$ cat src/rtl/bto_pkg.sv
package bto_pkg;
  // True when a running count has reached a nonzero limit.
  function automatic logic limit_reached(logic [31:0] cnt, logic [31:0] lim);
    return (lim != 32'd0) && (cnt == lim);
  endfunction

  // Next count value: saturate at the limit.
  function automatic logic [31:0] count_step(logic [31:0] cnt, logic [31:0] lim);
    return (cnt < lim) ? cnt + 32'd1 : cnt;
  endfunction
endpackage

$ cat src/rtl/bto_timer.sv
module bto_timer #(
  parameter int CNT_W = 8
) (
  input  logic             clk,
  input  logic             rst_n,
  input  logic             as_i,
  input  logic             end_i,
  input  logic [CNT_W-1:0] limit_i,
  output logic             timeout_o
);
  logic [CNT_W-1:0] count_q;
  logic             fired_q;
  logic [31:0]      step;

  always_comb begin
    step      = bto_pkg::count_step(32'(count_q), 32'(limit_i));
    timeout_o = as_i && !end_i && !fired_q &&
                bto_pkg::limit_reached(32'(count_q), 32'(limit_i));
  end

  always_ff @(posedge clk or negedge rst_n) begin
    if (!rst_n) begin
      count_q <= '0;
      fired_q <= 1'b0;
    end else if (!as_i || end_i) begin
      count_q <= '0;
      fired_q <= 1'b0;
    end else begin
      count_q <= step[CNT_W-1:0];
      if (timeout_o) fired_q <= 1'b1;
    end
  end

  // a disabled timer never expires
  a_r4_disabled_silent: assert property (@(posedge clk) disable iff (!rst_n)
    (limit_i == '0) |-> !timeout_o);

  // a cycle that has just ended starts again from zero
  a_r3_end_restarts: assert property (@(posedge clk) disable iff (!rst_n)
    end_i |=> (count_q == '0));
endmodule

$ cat src/rtl/bto_local_err.sv
module bto_local_err (
  input  logic clk,
  input  logic rst_n,
  input  logic as_i,
  input  logic timeout_i,
  input  logic berr_en_i,
  input  logic irq_en_i,
  input  logic clear_i,
  output logic berr_o,
  output logic irq_o
);
  logic berr_q, irq_q;

  always_ff @(posedge clk or negedge rst_n) begin
    if (!rst_n) begin
      berr_q <= 1'b0;
      irq_q  <= 1'b0;
    end else begin
      if (!as_i)                       berr_q <= 1'b0;
      else if (timeout_i && berr_en_i) berr_q <= 1'b1;
      if (timeout_i && irq_en_i)       irq_q  <= 1'b1;
      else if (clear_i)                irq_q  <= 1'b0;
    end
  end

  assign berr_o = berr_q;
  assign irq_o  = irq_q;

  // the local error holds while the strobe stays asserted
  a_r5_berr_hold: assert property (@(posedge clk) disable iff (!rst_n)
    (berr_o && as_i) |=> berr_o);

  // the local error is never present with the strobe released
  a_r5_berr_needs_strobe: assert property (@(posedge clk) disable iff (!rst_n)
    berr_o |-> $past(as_i));

  // the interrupt is sticky until software clears it
  a_r7_irq_sticky: assert property (@(posedge clk) disable iff (!rst_n)
    (irq_o && !clear_i) |=> irq_o);
endmodule

$ cat src/rtl/bto_capture.sv
module bto_capture #(
  parameter int ADDR_W = 32
) (
  input  logic              clk,
  input  logic              rst_n,
  input  logic              as_i,
  input  logic [ADDR_W-1:0] addr_i,
  input  logic              err_evt_i,
  input  logic              clear_i,
  output logic              valid_o,
  output logic [ADDR_W-1:0] addr_o
);
  logic              as_q;
  logic [ADDR_W-1:0] cyc_addr_q;
  logic [ADDR_W-1:0] cyc_addr;
  logic              cycle_start;
  logic              valid_after_clear;
  logic              take;

  always_comb begin
    cycle_start       = as_i && !as_q;
    cyc_addr          = cycle_start ? addr_i : cyc_addr_q;
    valid_after_clear = valid_o && !clear_i;
    take              = err_evt_i && !valid_after_clear;
  end

  always_ff @(posedge clk or negedge rst_n) begin
    if (!rst_n) begin
      as_q       <= 1'b0;
      cyc_addr_q <= '0;
      valid_o    <= 1'b0;
      addr_o     <= '0;
    end else begin
      as_q <= as_i;
      if (cycle_start) cyc_addr_q <= addr_i;
      if (take) begin
        valid_o <= 1'b1;
        addr_o  <= cyc_addr;
      end else begin
        valid_o <= valid_after_clear;
      end
    end
  end

  // a valid capture is frozen until cleared
  a_r10_frozen: assert property (@(posedge clk) disable iff (!rst_n)
    (valid_o && !clear_i) |=> (valid_o && $stable(addr_o)));

  // a capture only happens on an error event
  a_r8_set_needs_error: assert property (@(posedge clk) disable iff (!rst_n)
    $rose(valid_o) |-> $past(err_evt_i));
endmodule

$ cat src/rtl/bus_timeout_monitor.sv
module bus_timeout_monitor #(
  parameter int ADDR_W = 32,
  parameter int CNT_W  = 8
) (
  input  logic              clk,
  input  logic              rst_n,
  input  logic              as_i,
  input  logic [ADDR_W-1:0] addr_i,
  input  logic              ack_i,
  input  logic              berr_in_i,
  input  logic [CNT_W-1:0]  tmo_limit_i,
  input  logic              berr_en_i,
  input  logic              irq_en_i,
  input  logic              clear_i,
  output logic              berr_out_o,
  output logic              irq_o,
  output logic              cap_valid_o,
  output logic [ADDR_W-1:0] cap_addr_o
);
  logic cycle_end;
  logic timeout_evt;
  logic err_evt;

  assign cycle_end = ack_i || berr_in_i;
  assign err_evt   = as_i && (berr_in_i || (timeout_evt && berr_en_i));

  bto_timer #(.CNT_W(CNT_W)) u_timer (
    .clk(clk), .rst_n(rst_n), .as_i(as_i), .end_i(cycle_end),
    .limit_i(tmo_limit_i), .timeout_o(timeout_evt)
  );

  bto_local_err u_err (
    .clk(clk), .rst_n(rst_n), .as_i(as_i), .timeout_i(timeout_evt),
    .berr_en_i(berr_en_i), .irq_en_i(irq_en_i), .clear_i(clear_i),
    .berr_o(berr_out_o), .irq_o(irq_o)
  );

  bto_capture #(.ADDR_W(ADDR_W)) u_cap (
    .clk(clk), .rst_n(rst_n), .as_i(as_i), .addr_i(addr_i),
    .err_evt_i(err_evt), .clear_i(clear_i),
    .valid_o(cap_valid_o), .addr_o(cap_addr_o)
  );

  // a local error rises only from an enabled, nonzero timer
  a_r2_rise_needs_limit: assert property (@(posedge clk) disable iff (!rst_n)
    $rose(berr_out_o) |-> ($past(tmo_limit_i) != '0 && $past(berr_en_i)));

  // a local error that rises while nothing is held gets captured
  a_r9_local_captured: assert property (@(posedge clk) disable iff (!rst_n)
    ($rose(berr_out_o) && !$past(cap_valid_o)) |-> cap_valid_o);

  // a timeout with the error disabled drives no bus error
  a_r6_no_berr_disabled: assert property (@(posedge clk) disable iff (!rst_n)
    (timeout_evt && !berr_en_i && !berr_out_o) |=> !berr_out_o);
endmodule

$ cat config.mk
export PLATFORM = sky130hd
export DESIGN_NAME = bus_timeout_monitor
export DESIGN_NICKNAME = d
export VERILOG_FILES = /design/src/rtl/bto_pkg.sv /design/src/rtl/bto_timer.sv /design/src/rtl/bto_local_err.sv /design/src/rtl/bto_capture.sv /design/src/rtl/bus_timeout_monitor.sv
export SDC_FILE = /design/constraint.sdc
export NUM_CORES = 1
export LEC_CHECK = 0
export BUFFER_PORTS_ARGS = -buffer_cell sky130_fd_sc_hd__buf_2
export CORE_ASPECT_RATIO = 0.9
export CORE_MARGIN = 5
export CORE_UTILIZATION = 48
export DETAILED_ROUTE_END_ITERATION = 8
export PLACE_DENSITY_LB_ADDON = 0.08
export SLEW_MARGIN = 20
export SYNTH_ARGS = -nofsm -noshare
export SYNTH_HDL_FRONTEND = slang
export SYNTH_HIERARCHICAL = 1
export SYNTH_SLANG_ARGS = --single-unit
$ cat constraint.sdc
create_clock -name clk -period 2.3 [get_ports clk]
set_input_delay 0.115 -clock clk [delete_from_list [all_inputs] [get_ports clk]]
set_output_delay 0.115 -clock clk [all_outputs]
set_load 0.1 [all_outputs]
### Word-level counts from Yosys, hierarchy flattened

Index checks and enable logic that the tools add are counted.

* bits in registers: 77
* input bits: 48
* word-level logic and storage cells: 45

* multiplexer cells: 10
* eq/ne operators: 2
* add/sub/neg operators: 1
* reduce and logical (&&, ||, !) cells: 23
* magnitude comparators: 1

Operator list (number)
* $mux 32: 1
* $mux 8: 2
* $logic_and 1x1->1: 10
* $add 8x1->8 const B: 1
* $eq 8x8->1: 1
* $lt 8x8->1: 1
* $reduce_bool 8->1: 1
* $mux 1: 7
* $logic_not 1->1: 6
* $reduce_bool 2->1: 3
* $logic_or 1x1->1: 3
* $ne 2x1->1 const B: 1

### Logic depth before layout (Yosys ltp)

Gate-level depths: netlist (run 1).

* depth in word-level cells: 10
* depth in mapped cells: 11
* mapped depth without buffers: 9

### Hierarchy

Netlist (run 1), hierarchy kept.

By module, submodules not included
* bto_capture: instances 1, seq. area each 1651.6 um^2, area an instance 2732.6 um^2, cells an instance 142
* bto_timer: instances 1, seq. area each 225.2 um^2, area an instance 716.9 um^2, cells an instance 84
* bto_local_err: instances 1, seq. area each 50.0 um^2, area an instance 73.8 um^2, cells an instance 7
* bus_timeout_monitor: instances 1, seq. area each 0.0 um^2, area an instance 17.5 um^2, cells an instance 3

### Worst setup path before layout (run 1)

OpenSTA, ideal clock, no wires.

* path kind: register to register
* start point: register u_timer.count_q[6]
* end point: register u_cap.addr_o[10]
* library setup time: 126 ps
* stages on the path, launching flop included: 11
* data required time: 2174 ps
* buffers on the path: 2
* period minus slack after synthesis: 2554 ps
* path slack: -254 ps
* arrival time: 2428 ps
* path through: dfrtp_1 ha_1 nand4_1 a2111oi_0 nor2b_1 a21oi_1 nor2b_1 and2_1 buf_2 buf_4 mux2_4

* longest elaborated chain between the ends: 7

Ends and longest elaborated chain
* from (decl): line bto_timer.sv:11 `logic [CNT_W-1:0] count_q;`
* from (signal assigned): line bto_timer.sv:29 `count_q <= step[CNT_W-1:0];`
* $eq 8x8->1: line bto_pkg.sv:4 `return (lim != 32'd0) && (cnt == lim);`
* $logic_and 1x1->1: line bto_pkg.sv:4
* $logic_and 1x1->1: line bto_timer.sv:17 `timeout_o = as_i && !end_i && !fired_q &&`
* via timeout_evt: line bus_timeout_monitor.sv:21 `logic timeout_evt;`
* $logic_and 1x1->1: line bus_timeout_monitor.sv:25 `assign err_evt = as_i && (berr_in_i || (timeout_evt && berr_en_i));`
* $logic_or 1x1->1: line bus_timeout_monitor.sv:25
* $logic_and 1x1->1: line bus_timeout_monitor.sv:25
* via err_evt: line bus_timeout_monitor.sv:22 `logic err_evt;`
* $logic_and 1x1->1: line bto_capture.sv:24 `take = err_evt_i && !valid_after_clear;`
* to (signal assigned): line bto_capture.sv:38 `addr_o <= cyc_addr;`
* to (decl): line bto_capture.sv:11 `output logic [ADDR_W-1:0] addr_o`

The timed path passes the listed nets, and every way through them passes these cells.
A chain may end at the register's enable or synchronous reset.

### Final worst setup path (run 1)

* start point: register u_timer.count_q[5]
* end point: register u_cap.addr_o[10]

Same word-level chain as after synthesis.

==> metrics.txt, run 1 <==
Final Cell Area approximately 4700 sq um; Crit. Startpoint u_timer/count_q[5]; reg2reg end u_cap/addr_o[10]; number of synthesized flops with an enable pin 0; max_cap viols 0; number of port buffers between 80 and 90; via/cell ratio 4.91; Setup WS pre-CTS -171 ps; CP max FO 8; Post-synth top flop dfrtp_1; Routed WL 7310 microns; CTS Buf Count 9; CTS Buffer Depth 2; Final Slew Violations 0; Syn Std Cell Area about 3500 sq um; setup TNS -1230 ps; post-DP HPWL ~4800 microns; commonest cells in the netlist 77 x dfrtp_1, 60 x mux2_4, 9 x a21oi_1, 9 x ha_1, 9 x inv_1; Synth cell types 37; clock latency on the worst-skew pair approximately 340 ps; post-route setup slack -51.7 ps; critical path depth 9; ant diodes 0; Final nets between 400 and 500; flop-to-flop setup slack -50 ps; Core Box Area 7110 sq um; Logic pwr share 0.431; skew final approximately 8.3 ps; WL per Instance around 16 microns; Synth Area in Compound Gates 0.0431; failing checks negative hold slack, negative setup slack; Clock Tree Root clkbuf_8; simple logic cell fraction of the synthesized area 0.0714; first-pass GRT wire length between 10000 and 15000 microns; period utilization 1.02; Remaining Overflow, GRT 0; max incr delay on CP ~400 ps; CTS clk-pin slew, worst paths approximately 80 ps; worst-margin pin slew just over 900 ps; DRC 0; register share of total power 0.375; worst-path cell chain ha_4 > nand4_1 > a2111oi_4 > nor2b_4 > a21oi_2 > nor2b_1 > and2_4 > clkbuf_16 > mux2_4; Ys Warns 6; Area after DPL 4170 sq um; first-pass iteration count of the detailed router 4; syn_area_per_cell 15.0 sq um; TritonCTS clock tree done; endpoints failing hold 1; Mapped Cells 236; max frequency 425 MHz; clock power share 0.194; Max rail drop VDD 0.832 mV; Global Route Usage Sum 0.164; antenna violations before repair 0; async set-reset flop share out of synthesis 1.00; detailed-route via count between 2000 and 2500; Final Setup Violations 32; CP Capture Point u_cap/addr_o[10]; Fillers between 500 and 600; most common cell in the netlist dfrtp_1; H-Tree Depth 3; Initial Util 0.498; critical path class flop to flop; Crit path max-delay family simple AND/OR/NAND/NOR gates; XOR/XNOR share of the synthesized area 0; share of layout cells above drive strength 1 0.536; Yosys top cell by area dfrtp_1; Buf/Inv on CP 1; R2R Path Start u_timer/count_q[5]; Post-Synthesis Net Count about 300; RePlAce Congestion slightly below 0.8; DR iter-0 viols 58; pin count of the biggest net entering global routing just under 80; switching share of total power 0.449; clock sinks slightly below 80; vias in the first global route roughly 2300; main combinational cell family by area after synthesis multiplexers; R2R depth 9; site row count 29; Hold Slack -17.2 ps; Synth Area in Adders 0.0318; Int Pwr ~2.5 mW; Area Overhead vs Synth 33.4%; Yosys reg bits 77; Worst setup SP type flop; Slowest cell on crit path dfrtp_1; post-synth top area share 0.544; synth top area cells dfrtp_1 54%, mux2_4 25%, ha_1 3.2%, buf_12 1.7%, a21oi_1 1.3%; RSZ-0062 raised after global routing true; Pleak between 2 and 2.5 nW; Die Ht approximately 91 microns; IO Count just over 80; CP Capture Type flop; Hold WC Path Type primary input to flop; Crit path arrival time roughly 2600 ps; sequential-to-total area share from yosys stat 0.544; NetSw between 2 and 2.5 mW; max_slew headroom 0.377; DIE AREA slightly above 9000 sq um; Min Clock Period, post-route between 2000 and 2500 ps; post-route ant nets 0; post-synthesis mux area share 0.270; pwr/cell area about 960 nW/um^2; worst path required time 2530 ps; status finished, violations left; Die Wd a little over 100 microns
[repair_timing]
item / in CTS / in global routing
gates resized for setup: 4 / 3
endpoints found under the hold margin: 97 / 4
setup buffers: 6 / 2
hold buffers: 22 / 4
endpoints found under the setup margin: 32 / 36
gates cloned: 0 / 1
pin swaps: 0 / 1
[stage by stage]
stage          power (mW)  instances  hold WS, ps  utilization
6_report             4.55        470        -17.2        0.664
5_1_grt              4.75        470         1.95        0.664
4_1_cts              4.60        464        0.395        0.649
3_5_place_dp         3.65        420          329        0.586
3_3_place_gp         3.64        420          326        0.586
2_1_floorplan        3.33        236         -181            -
[flip-flops by register name (all words and copies together), names as in the netlist]
name / cells
u_err/berr_o: 1
u_timer/fired_q: 1
u_err/irq_o: 1
u_timer/count_q: 8
u_cap/as_q: 1
u_cap/valid_o: 1
u_cap/addr_o: 32
u_cap/cyc_addr_q: 32
[power groups by stage]
stage          Combinational [mW]  Sequential (mW)  Clock (mW)
2_1_floorplan               0.457             2.87           0
3_3_place_gp                 1.91             1.73           0
3_5_place_dp                 1.92             1.73           0
4_1_cts                      1.96             1.71       0.929
5_1_grt                      2.03             1.73       0.990
6_report                     1.96             1.70       0.885
[worst min-delay path by stage]
stage	startpoint	end	cells after the start
3_5_place_dp	rst_n	u_cap/cyc_addr_q[13]	1
6_report	irq_en_i	u_err/irq_o	3
5_1_grt	addr_i[17]	u_cap/cyc_addr_q[17]	2
4_1_cts	addr_i[5]	u_cap/cyc_addr_q[5]	2
2_1_floorplan	rst_n	u_cap/addr_o[0]	0
3_3_place_gp	rst_n	u_cap/cyc_addr_q[11]	1
[layout by cell type, fill, tap and decap left out, drive strengths merged, types with 5 or more instances in the layout]
cell type,count
a21oi,9
buf,108
clkbuf,12
dfrtp,77
dlygate4sd3,25
ha,9
inv,10
mux2,64
nand2,7
nand2b,5
nand3,7
nor2b,6
o21ai,5
or4,5
[cell families after synthesis]
family | count (synthesis)
muxes | 65
buffers and inverters | 18
adders and majority gates | 9
and+or+nand+nor | 43
DFF | 77
AOI/OAI and AO/OA | 24
[final cells by class]
class                   count  area [sq um]  area share
multi-input cells         141          1570       0.331
clock buffers              11           131      0.0278
well taps                  93           116      0.0246
inverters                   9          33.8     0.00715
repair buffers            134           912       0.193
clock inverters             5          36.3     0.00768
flip-flops and latches     77          1930       0.408
[per-layer routing]
layer  track usage  wire [microns]  up-vias
met5             0               0        -
met1         0.226            3360     1129
li1              -               -     1105
met3        0.0659             542        8
met2         0.241            3350       67
met4        0.0426              59        0
[worst register-to-register path: cells and delay by family, from the launching register on]
family	cells	cell delay, ps
AO/OA/AOI/OAI	2	310
multiplexers	1	290
adder cells (fa/ha/maj)	1	280
buffers and inverters	1	190
flip-flops	1	410
AND/OR/NAND/NOR	4	760
Power figures use the tool's default switching activity.
==> inputs of run 2 (changes only) <==
--- a/config.mk
+++ b/config.mk
@@ -10,7 +10,7 @@
 export CORE_MARGIN = 5
 export CORE_UTILIZATION = 48
 export DETAILED_ROUTE_END_ITERATION = 8
-export PLACE_DENSITY_LB_ADDON = 0.08
+export PLACE_DENSITY = 0.73
 export SLEW_MARGIN = 20
 export SYNTH_ARGS = -nofsm -noshare
 export SYNTH_HDL_FRONTEND = slang
==> metrics.txt, run 2 (synthesis gave the netlist of run 1 again) <==
status finished, violations left (unchanged); failing checks negative setup slack (was negative hold slack, negative setup slack); Global Route Usage Sum 0.162 (was 0.164); max frequency 422 MHz (was 425 MHz); DR iter-0 viols 76 (was 58); Hold Slack 22.4 ps (was -17.2 ps); Final Setup Violations 32 (unchanged); detailed-route via count 2318 (was 2309); Remaining Overflow, GRT 0 (unchanged); CP max FO 8 (unchanged); CTS Buffer Depth 2 (unchanged); IO Count 83 (unchanged); worst path required time 2530 ps (about the same); Final nets 427 (was 429); pin count of the biggest net entering global routing 78 (unchanged); ant diodes 0 (unchanged); worst-margin pin slew 935 ps (was 934 ps); commonest non-fill, non-tap cell in the layout buf_2 (unchanged); Core Box Area 7110 sq um (unchanged); Pleak 2.39 nW (was 2.36 nW); R2R Path Start u_timer/count_q[4] (was u_timer/count_q[5]); antenna violations before repair 0 (unchanged); vias in the first global route 2384 (was 2337); TritonCTS clock tree done (unchanged); Fillers 544 (was 570); max_cap viols 0 (unchanged); Design Power 4.81 mW (was 4.55 mW); critical path class flop to flop (unchanged); Hold WC Path Type primary input to flop (unchanged); Crit. Startpoint u_timer/count_q[4] (was u_timer/count_q[5]); Min Clock Period, post-route 2370 ps (was 2350 ps); endpoints failing hold 0 (was 1); number of port buffers 82 (unchanged); Crit path arrival time 2600 ps (was 2580 ps); via/cell ratio 4.95 (was 4.91); Worst setup SP type flop (unchanged); Routed WL 7450 microns (was 7310 microns); RePlAce Congestion 0.818 (was 0.778); CTS Buf Count 9 (unchanged); first-pass iteration count of the detailed router 4 (unchanged); CP Capture Type flop (unchanged); Final Slew Violations 0 (unchanged); DIE AREA 9200 sq um (unchanged); DRC 0 (unchanged); Die Ht 91.5 microns (unchanged); Max rail drop VDD 0.862 mV (was 0.832 mV); clock latency on the worst-skew pair 350 ps (was 340 ps); H-Tree Depth 3 (unchanged); Die Wd 101 microns (unchanged); post-route ant nets 0 (unchanged); hold path start addr_i[9] (was irq_en_i); WL per Instance 15.9 microns (was 15.6 microns); site row count 29 (unchanged); max_slew headroom 0.377 (about the same); RSZ-0062 raised after global routing true (unchanged); Setup WS pre-CTS -163 ps (was -171 ps); post-DP HPWL 4860 microns (was 4760 microns); utilization after layout 0.666 (was 0.664); first-pass GRT wire length 11500 microns (was 11700 microns); skew final 10.3 ps (was 8.32 ps); share of layout cells above drive strength 1 0.536 (about the same); Area Overhead vs Synth 33.8% (was 33.4%); setup TNS -1300 ps (was -1230 ps); CTS clk-pin slew, worst paths 90 ps (was 80 ps); period utilization 1.03 (was 1.02); clock sinks 77 (unchanged); largest registers u_cap/addr_o: 32 flops, u_cap/cyc_addr_q: 32 flops, u_timer/count_q: 8 flops (unchanged); pwr/cell area 1020 nW/um^2 (was 964 nW/um^2); commonest cells after routing, fill and taps aside 81 x buf_2, 77 x dfrtp_1, 62 x mux2_4 (was 81 x buf_2, 77 x dfrtp_1, 61 x mux2_4); Initial Util 0.498 (unchanged); post-route setup slack -68.8 ps (was -51.7 ps); Clock Tree Root clkbuf_8 (unchanged)
## run 2: what timing repair did
item | 4_1_cts | 5_1_grt
gates cloned | 0 | 1
resized for setup | 3 | 3
setup endpoints to repair | 32 | 36
buffers inserted | 4 | 3
pin swaps | 1 | 1
endpoints found under the hold margin | 90 | 9
hold buffers | 15 | 9
## run 2: layout make-up
type                    count  area, sq um  area share
well taps                  93          116      0.0246
clock inverters             6         96.3      0.0203
inverters                   9         33.8     0.00713
multi-input cells         141         1540       0.326
repair buffers            132          892       0.188
clock buffers              10          128      0.0269
flip-flops and latches     77         1930       0.407
## run 2: worst paths after layout
path	end	slack, ps	cells after the start
setup / recovery	u_cap/addr_o[26]	-70	9
hold / removal	u_cap/cyc_addr_q[9]	20	2
setup reg to reg	u_cap/addr_o[26]	-70	9
hold reg to reg	u_cap/cyc_addr_q[17]	500	1
max in group asynchronous	u_cap/cyc_addr_q[10]	1240	2
min in group asynchronous	u_cap/cyc_addr_q[18]	450	2
## run 2: through the flow
stage	instances	cell area, sq um
3_5_place_dp	421	4180
6_report	468	4740
4_1_cts	456	4590
2_1_floorplan	236	3610
3_3_place_gp	421	4180
5_1_grt	468	4740
## run 2: metal layers
layer	part of all wire	global-route usage
met5	0	0
met4	0.018	0.0629
met3	0.060	0.0506
met2	0.47	0.249
met1	0.45	0.213
## run 2: worst max-delay path, cell delays in order, from the launching register on
cell       delay [ps]
dfrtp_1           410
ha_1              280
nand4_1           190
a2111oi_4         260
nor2b_4           210
a21oi_2            50
nor2b_1           120
and2_4            240
clkbuf_16         190
mux2_4            290
## run 2: power by group
part	switching (mW)	total, mW	internal [mW]
clock	0.517	1.14	0.623
sequential	0.116	1.71	1.59
combinational	1.44	1.96	0.521
==> inputs of run 3 (changes only) <==
--- a/config.mk
+++ b/config.mk
@@ -8,10 +8,10 @@
 export BUFFER_PORTS_ARGS = -buffer_cell sky130_fd_sc_hd__buf_2
 export CORE_ASPECT_RATIO = 0.9
 export CORE_MARGIN = 5
-export CORE_UTILIZATION = 48
+export CORE_UTILIZATION = 53
 export DETAILED_ROUTE_END_ITERATION = 8
-export PLACE_DENSITY = 0.73
-export SLEW_MARGIN = 20
+export PLACE_DENSITY = 0.77
+export SLEW_MARGIN = 25
 export SYNTH_ARGS = -nofsm -noshare
 export SYNTH_HDL_FRONTEND = slang
 export SYNTH_HIERARCHICAL = 1
==> constraint.sdc (replaced) <==
create_clock -name clk -period 2.4 [get_ports clk]
set_input_delay 0.12 -clock clk [delete_from_list [all_inputs] [get_ports clk]]
set_output_delay 0.12 -clock clk [all_outputs]
set_load 0.1 [all_outputs]
==> metrics.txt, run 3 (synthesis gave the netlist of run 1 again) <==
Routed WL 7390 microns (was 7450 microns); commonest non-fill, non-tap cell in the layout buf_2 (unchanged); pwr/cell area 1060 nW/um^2 (was 1020 nW/um^2); post-DP HPWL 4950 microns (was 4860 microns); register share of total power 0.338 (was 0.355); first-pass iteration count of the detailed router 4 (unchanged); Final Setup Violations 32 (unchanged); Final Slew Violations 0 (unchanged); clock power share 0.281 (was 0.237); CP Capture Type flop (unchanged); Core Box Area 6550 sq um (was 7110 sq um); antenna violations before repair 0 (unchanged); met3 GRT Util 0.0507 (was 0.0506); Final Cell Area 4580 sq um (was 4740 sq um); Hold WC Path Type primary input to flop (unchanged); endpoints failing hold 0 (unchanged); most used routing layer met2 (unchanged); worst path required time 2620 ps (was 2530 ps); TritonCTS clock tree done (unchanged); Worst setup SP type flop (unchanged); Slowest cell on crit path dfrtp_1 (unchanged); DRC 0 (unchanged); skew final 9.58 ps (was 10.3 ps); share of layout cells above drive strength 1 0.559 (was 0.536); max_cap viols 0 (unchanged); max frequency 408 MHz (was 422 MHz); CP max FO 10 (was 8); clock latency on the worst-skew pair 340 ps (was 350 ps); Int Pwr 2.91 mW (was 2.74 mW); via/cell ratio 5.21 (was 4.95); critical path class flop to flop (unchanged); Remaining Overflow, GRT 0 (unchanged); DIE AREA 8420 sq um (was 9200 sq um); first-pass GRT wire length 11400 microns (was 11500 microns); WL per Instance 16.8 microns (was 15.9 microns); H-Tree Depth 3 (unchanged); pin count of the biggest net entering global routing 78 (unchanged); worst-path cell chain ha_4 > nand4_1 > a2111oi_4 > nor2b_4 > a21oi_2 > nor2b_1 > and2_4 > buf_12 > mux2_4 (was ha_1 > nand4_1 > a2111oi_4 > nor2b_4 > a21oi_2 > nor2b_1 > and2_4 > clkbuf_16 > mux2_4); IO Count 83 (unchanged); site row count 28 (was 29); Final nets 401 (was 427); Fillers 469 (was 544); detailed-route via count 2285 (was 2318); Min Clock Period, post-route 2450 ps (was 2370 ps); largest registers u_cap/addr_o: 32 flops, u_cap/cyc_addr_q: 32 flops, u_timer/count_q: 8 flops (unchanged); max_slew headroom 0.485 (was 0.377); met2 global-route usage 0.283 (was 0.249); switching share of total power 0.403 (was 0.431); RePlAce Congestion 0.779 (was 0.818); Area Overhead vs Synth 29.3% (was 33.8%); failing checks negative setup slack (unchanged); ant diodes 0 (unchanged); worst-margin pin slew 773 ps (was 935 ps); Clock Tree Root clkbuf_8 (unchanged); number of port buffers 82 (unchanged); Pleak 2.31 nW (was 2.39 nW); Max rail drop VDD 0.643 mV (was 0.862 mV); vias in the first global route 2354 (was 2384); Die Wd 96.2 microns (was 101 microns); post-route setup slack -48.9 ps (was -68.8 ps); commonest cells after routing, fill and taps aside 81 x buf_2, 77 x dfrtp_1, 61 x mux2_4 (was 81 x buf_2, 77 x dfrtp_1, 62 x mux2_4); status finished, violations left (unchanged); CTS Buffer Depth 2 (unchanged); period utilization 1.02 (was 1.03); Area after DPL 4130 sq um (was 4180 sq um); Global Route Usage Sum 0.180 (was 0.162); Logic pwr share 0.381 (was 0.408); DR iter-0 viols 66 (was 76); CTS Buf Count 9 (unchanged); Crit path arrival time 2670 ps (was 2600 ps); post-route ant nets 0 (unchanged); max incr delay on CP 420 ps (was 410 ps); CTS clk-pin slew, worst paths 80 ps (was 90 ps); NetSw 1.96 mW (was 2.08 mW); RSZ-0062 raised after global routing true (unchanged); Initial Util 0.540 (was 0.498); clock sinks 77 (unchanged); setup TNS -937 ps (was -1300 ps); met1 Use GR 0.239 (was 0.213); Design Power 4.87 mW (was 4.81 mW); Die Ht 87.5 microns (was 91.5 microns)
-- run 3: path summary, 6_finish.rpt --
check / start / endpoint / slack (ps) / cells past startpoint
max in group asynchronous: rst_n / u_cap/cyc_addr_q[28] / 1580 / 2
hold reg to reg: u_cap/cyc_addr_q[23] / u_cap/cyc_addr_q[23] / 500 / 1
setup reg to reg: u_timer/count_q[5] / u_cap/addr_o[23] / -50 / 9
hold / removal: addr_i[3] / u_cap/cyc_addr_q[3] / 20 / 2
setup / recovery: u_timer/count_q[5] / u_cap/addr_o[23] / -50 / 9
min in group asynchronous: rst_n / u_cap/cyc_addr_q[2] / 350 / 2
-- run 3: layout make-up --
| cell class | count | area (sq um) | area share |
|---|---|---|---|
| Timing Repair Buffer | 106 | 672 | 0.147 |
| Clock buffer | 10 | 128 | 0.0279 |
| Inverter | 9 | 33.8 | 0.00738 |
| Sequential cell | 77 | 1930 | 0.421 |
| Tap cell | 90 | 113 | 0.0246 |
| Multi-Input combinational cell | 141 | 1550 | 0.338 |
| Clock inverter | 6 | 159 | 0.0347 |
-- run 3: power groups by stage --
stage               logic, mW  clock network [mW]  registers (mW)
finish                   1.86                1.37            1.65
global route             1.92                1.45            1.67
CTS                      1.86                1.39            1.65
detailed placement       1.84                   0            1.67
global placement         1.82                   0            1.65
floorplan               0.431                   0            2.75
-- run 3: critical path, delay by kind of cell (launching register included) --
family	cells	cell delay (ps)
adders and majority gates	1	280
muxes	1	300
and+or+nand+nor	4	820
buffers and inverters	1	160
DFF	1	420
AOI/OAI and AO/OA	2	340
-- run 3: metal layers --
metal  wire [microns]  part of all wire  vias up
met1             3290              0.45     1136
met4              142             0.019        0
met2             3440              0.47       80
met5                0                 0        -
met3              515             0.070       12
li1                 -                 -     1057
-- run 3: what timing repair did --
| item | 4_1_cts | 5_1_grt |
|---|---|---|
| hold endpoints to repair | 79 | 0 |
| hold buffers | 4 | 0 |
| buffers inserted | 4 | 2 |
| endpoints found under the setup margin | 31 | 33 |
| gates resized for setup | 4 | 4 |
| pin swaps | 0 | 1 |
| gates cloned | 0 | 1 |
-- run 3: stage by stage --
step	hold slack (ps)	util	worst slack (ps)	cells
global route	0.00927	0.699	-132	439
finish	15.5	0.699	-48.9	439
floorplan	-176	-	37.3	236
CTS	0.241	0.689	-41.5	437
detailed placement	324	0.630	-142	413
global placement	322	0.630	-49.0	413
